## config.mk

```make
export PLATFORM = sky130hd
export DESIGN_NAME = prio_intc
export DESIGN_NICKNAME = d
export VERILOG_FILES = /design/src/rtl/prio_intc_pkg.sv /design/src/rtl/prio_intc_resolver.sv /design/src/rtl/prio_intc_decode.sv /design/src/rtl/prio_intc.sv
export SDC_FILE = /design/constraint.sdc
export NUM_CORES = 1
export LEC_CHECK = 0
export ABC_AREA = 0
export BUFFER_PORTS_ARGS = -buffer_cell sky130_fd_sc_hd__buf_2
export CAP_MARGIN = 20
export CORE_MARGIN = 2
export CORE_UTILIZATION = 55
export DETAILED_ROUTE_END_ITERATION = 6
export PLACE_DENSITY = 0.74
export SLEW_MARGIN = 40
export SYNTH_ARGS = -nofsm -noshare
export SYNTH_HDL_FRONTEND = slang
export SYNTH_HIERARCHICAL = 1
export SYNTH_SLANG_ARGS = --single-unit
export TNS_END_PERCENT = 50
```

## constraint.sdc

```tcl
create_clock -name clk -period 5.2 [get_ports clk]
set_clock_uncertainty 0.1 [all_clocks]
set_input_delay 1.04 -clock clk [delete_from_list [all_inputs] [get_ports clk]]
set_output_delay 1.04 -clock clk [all_outputs]
set_load 0.01 [all_outputs]
```

## src/rtl/prio_intc_pkg.sv

```systemverilog
`timescale 1ns/1ps
// Shared types for the interrupt controller: decoded bus operations and
// the initialisation word sequencer states.
package prio_intc_pkg;

    localparam int BUS_W = 8;

    typedef enum logic [2:0] {
        OP_NONE,
        OP_INIT,
        OP_READCTL,
        OP_AEOIROT,
        OP_EOI_NS,
        OP_EOI_SP,
        OP_SETPRI,
        OP_DATA
    } op_e;

    typedef struct packed {
        op_e              op;
        logic             rot;
        logic [BUS_W-1:0] val;
    } cmd_t;

    typedef enum logic [1:0] {
        SEQ_RUN,
        SEQ_BASE,
        SEQ_SKIP,
        SEQ_MODE
    } seq_e;

endpackage

```

## src/rtl/prio_intc_resolver.sv

```systemverilog
`timescale 1ns/1ps
// Rotated priority encoder. Takes a set of lines and a priority origin and
// returns the best priority (N_LINES when the set is empty) and its line.
// Assumes N_LINES is a power of two, so the index wraps by truncation.
module prio_intc_resolver #(
    parameter  int N_LINES = 8,
    localparam int IW      = $clog2(N_LINES)
) (
    input  logic [N_LINES-1:0] set_i,
    input  logic [IW-1:0]      offset_i,
    output logic [IW:0]        prio_o,
    output logic [IW-1:0]      line_o
);

    // Scan priorities from weakest to strongest so the strongest wins last.
    always_comb begin
        prio_o = (IW+1)'(N_LINES);
        line_o = '0;
        for (int p = N_LINES - 1; p >= 0; p--) begin
            if (set_i[IW'(p) + offset_i]) begin
                prio_o = (IW+1)'(p);
                line_o = IW'(p) + offset_i;
            end
        end
    end

endmodule

```

## src/rtl/prio_intc_decode.sv

```systemverilog
`timescale 1ns/1ps
// Bus write decoder. Classifies a write into one controller operation.
// Assumes at most one write per cycle; the bit positions are fixed by the
// command set and do not scale with the line count.
module prio_intc_decode
    import prio_intc_pkg::*;
(
    input  logic             wr_en,
    input  logic             addr,
    input  logic [BUS_W-1:0] wdata,
    output cmd_t             cmd_o
);

    // Map port and data bits to an operation code plus its rotate flag.
    always_comb begin
        cmd_o.op  = OP_NONE;
        cmd_o.rot = 1'b0;
        cmd_o.val = wdata;
        if (wr_en) begin
            if (addr) begin
                cmd_o.op = OP_DATA;
            end else if (wdata[4]) begin
                cmd_o.op = OP_INIT;
            end else if (wdata[3]) begin
                cmd_o.op = OP_READCTL;
            end else begin
                case (wdata[7:5])
                    3'd0, 3'd4: cmd_o.op = OP_AEOIROT;
                    3'd1:       cmd_o.op = OP_EOI_NS;
                    3'd5: begin
                        cmd_o.op  = OP_EOI_NS;
                        cmd_o.rot = 1'b1;
                    end
                    3'd3:       cmd_o.op = OP_EOI_SP;
                    3'd7: begin
                        cmd_o.op  = OP_EOI_SP;
                        cmd_o.rot = 1'b1;
                    end
                    3'd6:       cmd_o.op = OP_SETPRI;
                    default:    cmd_o.op = OP_NONE;
                endcase
            end
        end
    end

endmodule

```

## src/rtl/prio_intc.sv

```systemverilog
`timescale 1ns/1ps
// Programmable prioritised interrupt controller, single device.
// Holds pending, mask and in-service registers, resolves a rotatable
// priority and raises irq_o when the best unmasked request beats the
// service level. Outputs are combinational from the registers, so they
// follow every register update with no extra cycle. Assumes ack_i and bus
// accesses are not issued in the same cycle by a well-behaved host.
module prio_intc
    import prio_intc_pkg::*;
#(
    parameter  int N_LINES      = 8,
    parameter  int CASCADE_LINE = 2,
    localparam int IW           = $clog2(N_LINES)
) (
    input  logic               clk,
    input  logic               rst_n,
    input  logic [N_LINES-1:0] req_i,
    input  logic               ack_i,
    input  logic               wr_en,
    input  logic               rd_en,
    input  logic               addr,
    input  logic [BUS_W-1:0]   wdata,
    output logic [BUS_W-1:0]   rdata,
    output logic               irq_o,
    output logic [IW-1:0]      line_o,
    output logic [BUS_W-1:0]   vector_o
);

    localparam logic [N_LINES-1:0] CASC_BIT = N_LINES'(1) << CASCADE_LINE;

    logic [N_LINES-1:0] pend_q, pend_n;
    logic [N_LINES-1:0] mask_q, mask_n;
    logic [N_LINES-1:0] isr_q,  isr_n;
    logic [IW-1:0]      offset_q, offset_n;
    logic [BUS_W-1:0]   base_q, base_n;
    logic               readsel_q, readsel_n;
    logic               poll_q, poll_n;
    logic               aeoi_q, aeoi_n;
    logic               rotaeoi_q, rotaeoi_n;
    logic               sfnm_q, sfnm_n;
    logic               need4_q, need4_n;
    seq_e               seq_q, seq_n;

    cmd_t               cmd;
    logic [IW:0]        req_prio, lvl_prio, eoi_prio;
    logic [IW-1:0]      win_line, lvl_line, eoi_line;
    logic [N_LINES-1:0] lvl_set;
    logic               ack_fire, poll_fire;

    prio_intc_decode u_decode (
        .wr_en (wr_en),
        .addr  (addr),
        .wdata (wdata),
        .cmd_o (cmd)
    );

    // Best unmasked pending request.
    prio_intc_resolver #(.N_LINES(N_LINES)) u_req_res (
        .set_i    (pend_q & ~mask_q),
        .offset_i (offset_q),
        .prio_o   (req_prio),
        .line_o   (win_line)
    );

    // Service level, with the cascade line hidden in special nesting.
    assign lvl_set = sfnm_q ? (isr_q & ~CASC_BIT) : isr_q;

    prio_intc_resolver #(.N_LINES(N_LINES)) u_lvl_res (
        .set_i    (lvl_set),
        .offset_i (offset_q),
        .prio_o   (lvl_prio),
        .line_o   (lvl_line)
    );

    // Highest in-service line, the target of a general end-of-interrupt.
    prio_intc_resolver #(.N_LINES(N_LINES)) u_eoi_res (
        .set_i    (isr_q),
        .offset_i (offset_q),
        .prio_o   (eoi_prio),
        .line_o   (eoi_line)
    );

    // Raise the interrupt on a strict priority win and present line/vector.
    always_comb begin
        irq_o    = (req_prio < lvl_prio);
        line_o   = irq_o ? win_line : '0;
        vector_o = base_q + BUS_W'(line_o);
    end

    // Readback mux: poll result first, then mask or the selected register.
    always_comb begin
        if (poll_q) begin
            rdata = irq_o ? BUS_W'(win_line) : BUS_W'(N_LINES - 1);
        end else if (addr) begin
            rdata = BUS_W'(mask_q);
        end else if (readsel_q) begin
            rdata = BUS_W'(isr_q);
        end else begin
            rdata = BUS_W'(pend_q);
        end
    end

    assign ack_fire  = ack_i & irq_o;
    assign poll_fire = rd_en & poll_q;

    // Next-state: capture, then acknowledge/poll, then bus writes.
    always_comb begin
        pend_n    = pend_q | req_i;
        mask_n    = mask_q;
        isr_n     = isr_q;
        offset_n  = offset_q;
        base_n    = base_q;
        readsel_n = readsel_q;
        poll_n    = poll_q;
        aeoi_n    = aeoi_q;
        rotaeoi_n = rotaeoi_q;
        sfnm_n    = sfnm_q;
        need4_n   = need4_q;
        seq_n     = seq_q;

        if (ack_fire) begin
            pend_n[win_line] = 1'b0;
            if (aeoi_q) begin
                if (rotaeoi_q) begin
                    offset_n = win_line + IW'(1);
                end
            end else begin
                isr_n[win_line] = 1'b1;
            end
        end

        if (poll_fire) begin
            poll_n = 1'b0;
            if (irq_o) begin
                pend_n[win_line] = 1'b0;
                isr_n[win_line]  = 1'b0;
            end
        end

        case (cmd.op)
            OP_INIT: begin
                pend_n    = '0;
                mask_n    = '0;
                isr_n     = '0;
                offset_n  = '0;
                base_n    = '0;
                readsel_n = 1'b0;
                poll_n    = 1'b0;
                aeoi_n    = 1'b0;
                rotaeoi_n = 1'b0;
                sfnm_n    = 1'b0;
                need4_n   = cmd.val[0];
                seq_n     = SEQ_BASE;
            end
            OP_READCTL: begin
                if (cmd.val[2]) poll_n = 1'b1;
                if (cmd.val[1]) readsel_n = cmd.val[0];
            end
            OP_AEOIROT: rotaeoi_n = cmd.val[7];
            OP_EOI_NS: begin
                if (eoi_prio != (IW+1)'(N_LINES)) begin
                    isr_n[eoi_line] = 1'b0;
                    if (cmd.rot) offset_n = eoi_line + IW'(1);
                end
            end
            OP_EOI_SP: begin
                isr_n[cmd.val[IW-1:0]] = 1'b0;
                if (cmd.rot) offset_n = cmd.val[IW-1:0] + IW'(1);
            end
            OP_SETPRI: offset_n = cmd.val[IW-1:0] + IW'(1);
            OP_DATA: begin
                case (seq_q)
                    SEQ_RUN:  mask_n = cmd.val[N_LINES-1:0];
                    SEQ_BASE: begin
                        base_n = {cmd.val[BUS_W-1:IW], IW'(0)};
                        seq_n  = SEQ_SKIP;
                    end
                    SEQ_SKIP: seq_n = need4_q ? SEQ_MODE : SEQ_RUN;
                    SEQ_MODE: begin
                        sfnm_n = cmd.val[4];
                        aeoi_n = cmd.val[1];
                        seq_n  = SEQ_RUN;
                    end
                    default:  seq_n = SEQ_RUN;
                endcase
            end
            default: ;
        endcase
    end

    // State registers with synchronous active-low reset.
    always_ff @(posedge clk) begin
        if (!rst_n) begin
            pend_q    <= '0;
            mask_q    <= '0;
            isr_q     <= '0;
            offset_q  <= '0;
            base_q    <= '0;
            readsel_q <= 1'b0;
            poll_q    <= 1'b0;
            aeoi_q    <= 1'b0;
            rotaeoi_q <= 1'b0;
            sfnm_q    <= 1'b0;
            need4_q   <= 1'b0;
            seq_q     <= SEQ_RUN;
        end else begin
            pend_q    <= pend_n;
            mask_q    <= mask_n;
            isr_q     <= isr_n;
            offset_q  <= offset_n;
            base_q    <= base_n;
            readsel_q <= readsel_n;
            poll_q    <= poll_n;
            aeoi_q    <= aeoi_n;
            rotaeoi_q <= rotaeoi_n;
            sfnm_q    <= sfnm_n;
            need4_q   <= need4_n;
            seq_q     <= seq_n;
        end
    end

    // lvl_line is only needed for its priority; keep it observable.
    logic lvl_line_unused;
    assign lvl_line_unused = ^lvl_line;

endmodule

```

* Word level (Yosys, flattened, before mapping) *
Index checks and enable logic that the tools add are counted.

cells by class
  reductions and logical operators = 18
  bitwise logic cells = 15
  equality and inequality tests = 22
  $add $sub $neg = 11
  multiplexer cells = 142
  magnitude comparators = 15

operators with widths
  operator             count
  $mux 8               13
  $mux 4               25
  $mux 3               28
  $bmux 1 s3           24
  $and 8x8->8          6
  $lt 3x4->1 const B   11
  $mux 1               36
  $not 8->8            4
  $pmux 8 s2           2
  $eq 3x3->1 const B   8
  $pmux 3 s4           2
  $pmux 8 s3           1
  $or 8x8->8           2
  $add 3x3->3 const A  4
  $pmux 1 s2           5
  $reduce_and 2->1     5
  $reduce_or 2->1      5
  $add 3x1->3 const B  3
  $demux 1 s3          3
  $eq 3x2->1 const B   3
  $ge 3x1->1 const B   3
  $add 8x3->8          1
  $ne 4x4->1 const B   2
  $add 2x3->3 const A  2
  16 further kinds     25

word-level totals
  logic and storage cells = 235
  input port bits = 22
  flip-flop bits (word level) = 43
  output and inout port bits = 20

* Logic depth before layout (Yosys ltp) *
  depth after elaboration = 25
  depth in mapped cells = 19
  gate-level depth less buffers = 15

* Modules after synthesis *
The synthesis kept the hierarchy.

modules (own cells, without submodules)
  module              sequential area each (um^2)  area each (um^2)  instances  cells an instance
  prio_intc           800.8                        2582.5            1          341
  prio_intc_resolver  0.0                          833.3             3          87
  prio_intc_decode    0.0                          231.5             1          28

* Worst setup path after synthesis *
OpenSTA, ideal clock, no wires.

  path type = flip-flop to output port
  start point = reg offset_q[0]
  end point = out vector_o[0]
  path slack = 245 ps
  data required time = 4060 ps
  data arrival time = 3815 ps
  buffers on the path = 4
  cell stages (with the launch flop) = 17
  cell sequence = dfxtp_1 buf_6 clkinv_1 ha_1 buf_2 mux4_2 mux2i_2 nand3_1 a311oi_1 inv_1 ha_1 o211ai_1 o21ai_2 inv_1 and2_1 buf_2 buf_4

on the way
  cells in the longest elaborated chain, start to end = 14
  elaborated cells on any way between the ends = 66
  classes of those cells = add/sub: 8; order compare: 1; mux: 57

ends and longest elaborated chain
  what                          line                      source
  start: declaration            prio_intc.sv:34           logic [IW-1:0] offset_q, offset_n;
  start signal: assignment      prio_intc.sv:210          offset_q <= offset_n;
  $add 3x3->3                   prio_intc_resolver.sv:20  if (set_i[IW'(p) + offset_i]) begin
  $bmux 1 s3                    prio_intc_resolver.sv:20
  $mux 1 (implied by the code)  prio_intc_resolver.sv:20
  $mux 4 (7 in series)          prio_intc_resolver.sv:20
  $mux 4 (*)                    prio_intc_resolver.sv:20
  named net lvl_prio[1]         prio_intc.sv:45           logic [IW:0] req_prio, lvl_prio, eoi_prio;
  $lt 4x4->1 (*)                prio_intc.sv:85           irq_o = (req_prio < lvl_prio);
  named net irq_o               prio_intc.sv:24           output logic irq_o,
  $mux 3 (*)                    prio_intc.sv:86           line_o = irq_o ? win_line : '0;
  named net line_o[0]           prio_intc.sv:25           output logic [IW-1:0] line_o,
  $add 8x3->8 (*)               prio_intc.sv:87           vector_o = base_q + BUS_W'(line_o);
  end: declaration              prio_intc.sv:26           output logic [BUS_W-1:0] vector_o

Mark *: on every way through the listed nets, which the timed path passes. The rest lies on a longest branch. The select of a mux whose other input is x is not followed.

* Worst setup path in the final report *
  start point = reg offset_q[0]
  end point = out rdata[0]

on the way
  cells in the longest elaborated chain, start to end = 14
  elaborated cells on any way between the ends = 66
  classes of those cells = add/sub: 7; order compare: 1; mux: 58

ends and longest elaborated chain
  what                          line                      source
  $add 3x3->3                   prio_intc_resolver.sv:20
  $bmux 1 s3                    prio_intc_resolver.sv:20
  $mux 1 (implied by the code)  prio_intc_resolver.sv:20
  $mux 4 (7 in series)          prio_intc_resolver.sv:20
  $mux 4 (*)                    prio_intc_resolver.sv:20
  named net lvl_prio[1]         prio_intc.sv:45
  $lt 4x4->1 (*)                prio_intc.sv:85
  $mux 3 (*)                    prio_intc.sv:93           rdata = irq_o ? BUS_W'(win_line) : BUS_W'(N_LINES - 1);
  $mux 8 (*)                    prio_intc.sv:92           if (poll_q) begin
  end: declaration              prio_intc.sv:23           output logic [BUS_W-1:0] rdata,

Marks and branches as above.

==> insert_results.sql <==
INSERT INTO impl_metrics (metric_group, metric, value, unit) VALUES
('sta', 'final.setup.tns', '0', 'ns'),
('flow_run', 'timing.max_cap.violations', '0', ''),
('place', 'dp_hpwl', '9.431', 'mm'),
('synthesis', 'syn-cell-area', '5029', 'um2'),
('worst_setup_path', 'rr_startpoint', 'offset_q[0]$_SDFF_PN0_', ''),
('power', 'leakagePower', '2.055', 'nW'),
('floorplan', 'placementRows', '34', ''),
('global_routing', 'global_route.usage.total', '25.16', '%'),
('global_routing', 'initial_antenna_violation_count', '0', ''),
('clock_network', 'clockBufferDepth', '2', ''),
('power', 'ir_drop', '0.1907', 'mV'),
('worst_setup_path', 'worst_setup_path_end_kind', 'primary output', ''),
('route', 'avgRoutedWirePerCell', '17.72', 'um'),
('route', 'number_of_drc_violations_after_detailed_routing_iteration_0', '334', ''),
('worst_setup_path', 'worst_path_cell_trace', 'clkinv_1 > ha_4 > mux4_2 > mux2i_2 > nand3_1 > a311oi_1 > inv_1 > ha_1 > o211ai_1 > o21ai_2 > buf_4 > nor2_1 > buf_4 > a21oi_1 > buf_2', ''),
('sta', 'timing.final.hold_violations', '0', ''),
('power', 'power.density', '325.7', 'nW/um2'),
('cells_and_area', 'utilization', '60.20', '%'),
('sta', 'worstMarginPinSlew', '0.7146', 'ns'),
('power', 'post-layout-total-power', '1.726', 'mW'),
('cells_and_area', 'net_total_in_the_final_layout', '638', ''),
('floorplan', 'floorplan.die_area', '9924', 'um2'),
('floorplan', 'ioPinCount', '42', ''),
('min_path', 'holdPathEnd', 'base_q[7]$_SDFFE_PN0P_', ''),
('sta', 'max_slew_violation_total_from_the_final_report', '0', ''),
('route', 'metal2_wl', '5.873', 'mm'),
('global_routing', 'grt_pass1_wl', '20.66', 'mm'),
('floorplan', 'die-height', '99.62', 'um'),
('worst_setup_path', 'critical_path.slowest_cell', 'mux4_2', ''),
('global_routing', 'grt_overflow', '0', ''),
('sta', 'finalWorstSetupSlack', '0.2312', 'ns'),
('clock_network', 'cts_post_setup_buffers_inserted', '0', ''),
('synthesis', 'postSynthAreaPerCell', '8.494', 'um2'),
('floorplan', 'core', '8806', 'um2'),
('sta', 'final.period_utilization', '95.55', '%'),
('floorplan', 'die_x', '99.62', 'um'),
('synthesis', 'yosys_warnings', '6', ''),
('sta', 'relative_slew_margins', '52.02', '%'),
('route', 'route.top_layer_used', 'met4', ''),
('worst_setup_path', 'reg2reg_setup_slack', '0.69', 'ns'),
('min_path', 'hold_path_class', 'register to register', ''),
('sta', 'report.final.setup_viol', '0', ''),
('worst_setup_path', 'setup.worst_path.start_class', 'register', ''),
('cells_and_area', 'post_route_cells_drive_above_1_share', '21.37', '%'),
('route', 'detail_route.wirelength', '12.53', 'mm'),
('clock_network', 'worst_setup_hold_path_clk_slew', '0.08', 'ns'),
('worst_setup_path', 'cp.arrival', '3.83', 'ns'),
('route', 'drt_first_pass_iters', '5', ''),
('clock_network', 'number_of_clock_sinks', '40', ''),
('worst_setup_path', 'cp_data_required_time', '4.06', 'ns'),
('place', 'finalWeightedCongestion', '0.9524', ''),
('worst_setup_path', 'timing.setup.critical_path_class', 'register to primary output', ''),
('min_path', 'hold-path-cell-count', '2', ''),
('floorplan', 'initial_utilization', '57.10', '%'),
('cells_and_area', 'diodes_inserted', '0', ''),
('worst_setup_path', 'cp-startpoint', 'offset_q[0]$_SDFF_PN0_', ''),
('global_routing', 'grt_start_max_net_pins', '34', ''),
('outcome', 'result_of_the_run', 'complete, no violations', ''),
('sta', 'grt_setup_unrepaired', 'no', ''),
('route', 'drc', '0', ''),
('route', 'ant_nets', '0', ''),
('clock_network', 'holdBufCountCts', '0', ''),
('min_path', 'hold_path.startpoint', 'base_q[7]$_SDFFE_PN0P_', ''),
('route', 'detail_route.vias_per_cell', '6.635', ''),
('worst_setup_path', 'crit_top_cell', 'buf_4', ''),
('worst_setup_path', 'crit_path_max_incr_delay', '0.53', 'ns'),
('place', 'port_buffers', '41', ''),
('clock_network', 'cts_made_buffers', '5', ''),
('synthesis', 'synth_fp_nets', '632', ''),
('clock_network', 'number_of_h_tree_levels', '2', ''),
('synthesis', 'synthesis.instances', '592', '');
## cells in the final DEF (no fill, tap or decap), types with 23 or more instances in the layout
| cell | count |
|---|---|
| nand2_1 | 38 |
| a21oi_1 | 50 |
| mux4_2 | 24 |
| nor2b_1 | 25 |
| nand3_1 | 30 |
| mux2i_1 | 23 |
| o21ai_0 | 29 |
| buf_2 | 41 |
| dfxtp_1 | 38 |
| nor2_1 | 45 |
## critical path, delay by kind of cell, from the launching register on
kind	cells	cell delay [ns]
fa+ha+maj	2	0.62
mux	2	0.76
flops	1	0.39
compound gates	4	0.81
simple gates	2	0.15
buf+inv	5	0.79
## layout make-up
class                      count  area [um2]
inverter                      22       82.58
tap                          108       135.1
clock buffer                   5       68.82
clock inverter                 3       46.29
sequential                    40       803.3
fill                         776        3505
timing repair buffer          54       302.8
multi-input combinational    475        3862
## layer usage
| metal | global-route usage, % | up-vias |
|---|---|---|
| li1 | - | 2243 |
| met3 | 2.952 | 12 |
| met1 | 35.49 | 2256 |
| met2 | 42.10 | 180 |
| met5 | 0 | - |
| met4 | 4.531 | 0 |
## state kept, by name, indices dropped and copies added (netlist names)
name / flops
isr_q: 8
poll_q: 1
aeoi_q: 1
pend_q: 8
base_q: 5
need4_q: 1
offset_q: 3
sfnm_q: 1
readsel_q: 1
seq_q: 2
mask_q: 8
rotaeoi_q: 1
## power breakdown
| group | switching [mW] | leakage, nW | total, mW | internal [mW] |
|---|---|---|---|---|
| combinational | 0.646 | 1.67 | 1.09 | 0.442 |
| sequential | 0.0446 | 0.326 | 0.373 | 0.328 |
| clock | 0.122 | 0.0548 | 0.266 | 0.145 |
| total | 0.812 | 2.06 | 1.73 | 0.914 |
## stage by stage
stage / instances / instance area, um2 / hold WS (ns)
3_5_place_dp: 699 / 5155 / 0.3700
6_report: 707 / 5301 / 0.3798
5_1_grt: 707 / 5301 / 0.4069
2_1_floorplan: 592 / 5029 / 0.3548
3_3_place_gp: 699 / 5144 / 0.3661
4_1_cts: 707 / 5270 / 0.3821
## worst max path at each step
stage / cells past startpoint / end
3_3_place_gp: 16 / rdata[0]
2_1_floorplan: 15 / vector_o[0]
3_5_place_dp: 16 / rdata[0]
6_report: 15 / rdata[0]
4_1_cts: 16 / rdata[0]
5_1_grt: 15 / rdata[0]
Power figures use the tool's default switching activity.
